[src/rtl/fp_cmp_unit.sv]
module fp_cmp_unit #(
  parameter int EXP_W  = 11,
  parameter int FRAC_W = 52,
  localparam int W     = 1 + EXP_W + FRAC_W,
  localparam int MAG_W = EXP_W + FRAC_W
) (
  input  logic         clk,
  input  logic         rst_n,
  input  logic         in_valid,
  input  logic [W-1:0] opa,
  input  logic [W-1:0] opb,
  input  logic         ordered_mode,
  input  logic         inv_en,
  output logic         out_valid,
  output logic [3:0]   cc,
  output logic         snan_flag,
  output logic         invc_flag
);

  localparam logic [3:0] CC_LT = 4'b1000;
  localparam logic [3:0] CC_GT = 4'b0100;
  localparam logic [3:0] CC_EQ = 4'b0010;
  localparam logic [3:0] CC_UN = 4'b0001;

  logic             sa, sb;
  logic [MAG_W-1:0] ma, mb;
  logic             nan_a, nan_b, qa, qb;
  logic             any_nan, any_snan;
  logic             both_zero, mag_lt, mag_eq;
  logic [3:0]       cc_n;
  logic             invc_n;

  assign sa = opa[W-1];
  assign sb = opb[W-1];
  assign ma = opa[MAG_W-1:0];
  assign mb = opb[MAG_W-1:0];

  assign nan_a = (&opa[MAG_W-1:FRAC_W]) && (|opa[FRAC_W-1:0]);
  assign nan_b = (&opb[MAG_W-1:FRAC_W]) && (|opb[FRAC_W-1:0]);
  assign qa    = nan_a && opa[FRAC_W-1];
  assign qb    = nan_b && opb[FRAC_W-1];

  assign any_nan   = nan_a || nan_b;
  assign any_snan  = (nan_a && !qa) || (nan_b && !qb);
  assign both_zero = (ma == '0) && (mb == '0);
  assign mag_lt    = ma < mb;
  assign mag_eq    = ma == mb;

  always_comb begin
    if (any_nan)        cc_n = CC_UN;
    else if (both_zero) cc_n = CC_EQ;
    else if (sa != sb)  cc_n = sa ? CC_LT : CC_GT;
    else if (mag_eq)    cc_n = CC_EQ;
    else if (mag_lt)    cc_n = sa ? CC_GT : CC_LT;
    else                cc_n = sa ? CC_LT : CC_GT;
  end

  assign invc_n = ordered_mode && any_nan && (inv_en || qa || qb);

  always_ff @(posedge clk) begin
    if (!rst_n) begin
      out_valid <= 1'b0;
      cc        <= '0;
      snan_flag <= 1'b0;
      invc_flag <= 1'b0;
    end else begin
      out_valid <= in_valid;
      if (in_valid) begin
        cc        <= cc_n;
        snan_flag <= any_snan;
        invc_flag <= invc_n;
      end
    end
  end

endmodule

[config.mk]
export PLATFORM = sky130hd
export DESIGN_NAME = fp_cmp_unit
export DESIGN_NICKNAME = d
export VERILOG_FILES = /design/src/rtl/fp_cmp_unit.sv
export SDC_FILE = /design/constraint.sdc
export NUM_CORES = 1
export LEC_CHECK = 0
export BUFFER_PORTS_ARGS = -buffer_cell sky130_fd_sc_hd__buf_2
export CORE_UTILIZATION = 44
export DETAILED_ROUTE_END_ITERATION = 10
export GPL_TIMING_DRIVEN = 0
export HOLD_SLACK_MARGIN = 0.15
export PLACE_DENSITY = 0.81
export SLEW_MARGIN = 10
export SYNTH_ARGS = -nofsm -noshare
export SYNTH_HDL_FRONTEND = slang
export SYNTH_SLANG_ARGS = --single-unit
[constraint.sdc]
create_clock -name clk -period 2.7 [get_ports clk]
set_input_delay 0.405 -clock clk [delete_from_list [all_inputs] [get_ports clk]]
set_output_delay 0.405 -clock clk [all_outputs]
set_load 0.02 [all_outputs]
==> reports/metrics.cfg <==
[run_status]
status=finished, final reports clean

[cells_and_area]
drive_gt1_share_pct=32.0
antenna_cells=0
fin_cells=527
nFillCells=479
nets=657
area_delta_synth_final_pct=36.7

[die]
rows=25
die_x_um=73.4
placeableCoreArea_mm2=0.00482
ios=140
dieArea_mm2=0.00539
start_util_pct=46.6
die_y_um=73.4

[global_routing]
grt_pass1_vias=2774
grt_max_degree=10
track_usage_pct=25.7
overflow=0
antenna_found_initial=0
grt_pass1_wl_um=11200

[drt]
routed_wl_um=6990
drt_pass1_iterations=5
viasPerCell=5.57
drt_iter0_drc=114
via_count=2933
avgRoutedWirePerCell_um=13.3
drc=0
ant_nets=0

[setup_path]
setup.worst_path.start_class=input port
cp_max_fo=3
end_kind=register
r2r_start=cc[2]
required_ns=2.84
crit_start=opa[38]
critPathKind=input port to register
critPathArrivalTime_ns=2.63

[hold_path]
hold_path_startpoint=ordered_mode
min_path_type=input port to register

[timing]
post-route-period-util_pct=92.4
maxSlewHeadroom_pct=61.0
timing.final.crit_period_ns=2.49
fin_tns_setup_ns=0
drv_slew=0
tightest_slew_ns=0.580
rsz0062_at_grt=false
final_hold_viol_count=0
setup_viol=0
max_clock_freq_mhz=401
finalClockSkew_ns=0

[power_and_ir_drop]
peakVddDrop_mv=0.192
power.density_mw_per_mm2=208
switching_share_pct=38.8
comb_power_share_pct=59.9
p_seq_share_pct=17.3
internal_power_mw=0.391
p_leak_nw=1.74
power_switching_mw=0.248
clkPwrFrac_pct=22.7
finalPower_mw=0.639

[clocking]
cts_tree=done
ctsResizeCount=0
cts_buffers=3
root_buffer=clkbuf_8
cts_setup_buffers=0
clk_latency_ns=0.22
clk_path_buf_depth=2
clkSlewWorstSetupHoldPaths_ns=0.04
clock-sinks=7
cts_hold_buf=0
h-tree-depth=1

[run]
maxCapViolCount=0

[logic_synthesis]
synth_top_area_share_pct=35.1
netlist_instances=317
ys_seq_area_share_pct=6.24
yosys_warnings=0
netlist_top_cells_area=ha_1 35%, inv_1 11%, nor4_1 9.5%, nand4_1 7.0%, a21oi_1 6.5%
ys_ff_latch=7
ys_types=36
synth_area_mm2=0.00224
syn_area_per_cell_um2=7.08
syn_nets=513
synth_area_leader_cell=ha_1

[placed_design]
dp_cells=523
io_buffer_count=139
hpwl_um=6360
place_congestion=0.872

-- power groups by stage --
stage	clock [mW]	sequential, mW	combinational (mW)
after floorplan	0	0.118	0.192
after global placement	0	0.112	0.367
after detailed placement	0	0.113	0.379
after CTS	0.148	0.111	0.383
after global routing	0.154	0.111	0.439
final	0.145	0.111	0.383
-- kinds of logic after synthesis --
group	count (synthesis)	synth area share, %
AO/OA/AOI/OAI	60	16.6
buffers and inverters	66	11.0
adder cells (fa/ha/maj)	63	35.1
XOR/XNOR	1	0.390
flip-flops	7	6.24
AND/OR/NAND/NOR	120	30.7
-- worst max-delay path, stage by stage --
cell	delay [ns]
buf_2	0.11
ha_1	0.32
a21oi_1	0.14
o21ai_1	0.09
a221oi_1	0.31
o22ai_1	0.15
a221oi_1	0.50
nand2_2	0.11
o31a_1	0.30
a211oi_1	0.19
-- registers in the layout (all words and copies together) (netlist names) --
| signal | count |
|---|---|
| snan_flag | 1 |
| out_valid | 1 |
| cc | 4 |
| invc_flag | 1 |
-- synth_stat cells --
library cell / count
ha_1: 63
a31oi_2: 1
o22ai_1: 2
nand4_2: 1
or4_1: 3
o221ai_1: 1
a221o_1: 2
a21o_1: 1
o31ai_1: 1
nor2_1: 7
nor4_2: 1
a221oi_1: 4
nand4_1: 25
and2_1: 1
nor2b_1: 3
nor4_1: 34
or4_4: 1
a21boi_0: 2
nand3b_1: 1
o211a_1: 1
nand2_2: 1
inv_1: 66
nor3_1: 5
and3_1: 3
dfxtp_1: 7
o31a_1: 1
nand2b_1: 1
nand2_1: 17
o21ai_1: 2
or2_0: 1
xor2_1: 1
a211oi_1: 4
o21ai_0: 8
a211o_1: 1
a21oi_1: 29
nand3_1: 15
-- cell usage in the layout, fill, tap and decap left out, types with 3 or more instances in the layout --
cell / n
a211oi_1: 4
a21oi_1: 29
a221oi_1: 4
and3_1: 3
buf_2: 139
clkbuf_8: 3
dfxtp_1: 7
ha_1: 63
inv_1: 66
nand2_1: 17
nand3_1: 15
nand4_1: 25
nor2_1: 7
nor2b_1: 3
nor3_1: 5
nor4_1: 34
o21ai_0: 8
or4_1: 3
-- worst paths after layout --
check,end,slack [ns],depth (start not counted)
worst max-delay path,cc[3],0.21,10
worst min register to register,invc_flag,0.49,2
worst min-delay path,invc_flag,0.46,3
worst max register to register,cc[2],1.85,3
-- per-stage QoR --
step	area, um^2	hold slack (ns)	utilization, %	setup slack, ns
2_1_floorplan	2240	0.527	-	0.440
3_3_place_gp	3020	0.461	62.8	0.0489
3_5_place_dp	3020	0.476	62.8	0.00801
4_1_cts	3070	0.459	63.7	0.234
5_1_grt	3070	0.483	63.7	0.0147
6_report	3070	0.465	63.7	0.206
-- cell type report --
class                           count  area (um^2)  share of cell area (%)
Timing Repair Buffer              139          696                    22.7
Sequential cell                     7          140                    4.57
Tap cell                           67         83.8                    2.73
Inverter                           66          248                    8.07
Clock buffer                        4         45.0                    1.47
Multi-Input combinational cell    244         1860                    60.5
-- layer usage --
layer | GRT usage (%) | up-vias | wire [um]
li1 | - | 1492 | -
met1 | 30.7 | 1315 | 2970
met2 | 48.1 | 110 | 3450
met3 | 2.19 | 16 | 406
met4 | 8.12 | 0 | 160
met5 | 0 | - | 0
Power figures use the tool's default switching activity.
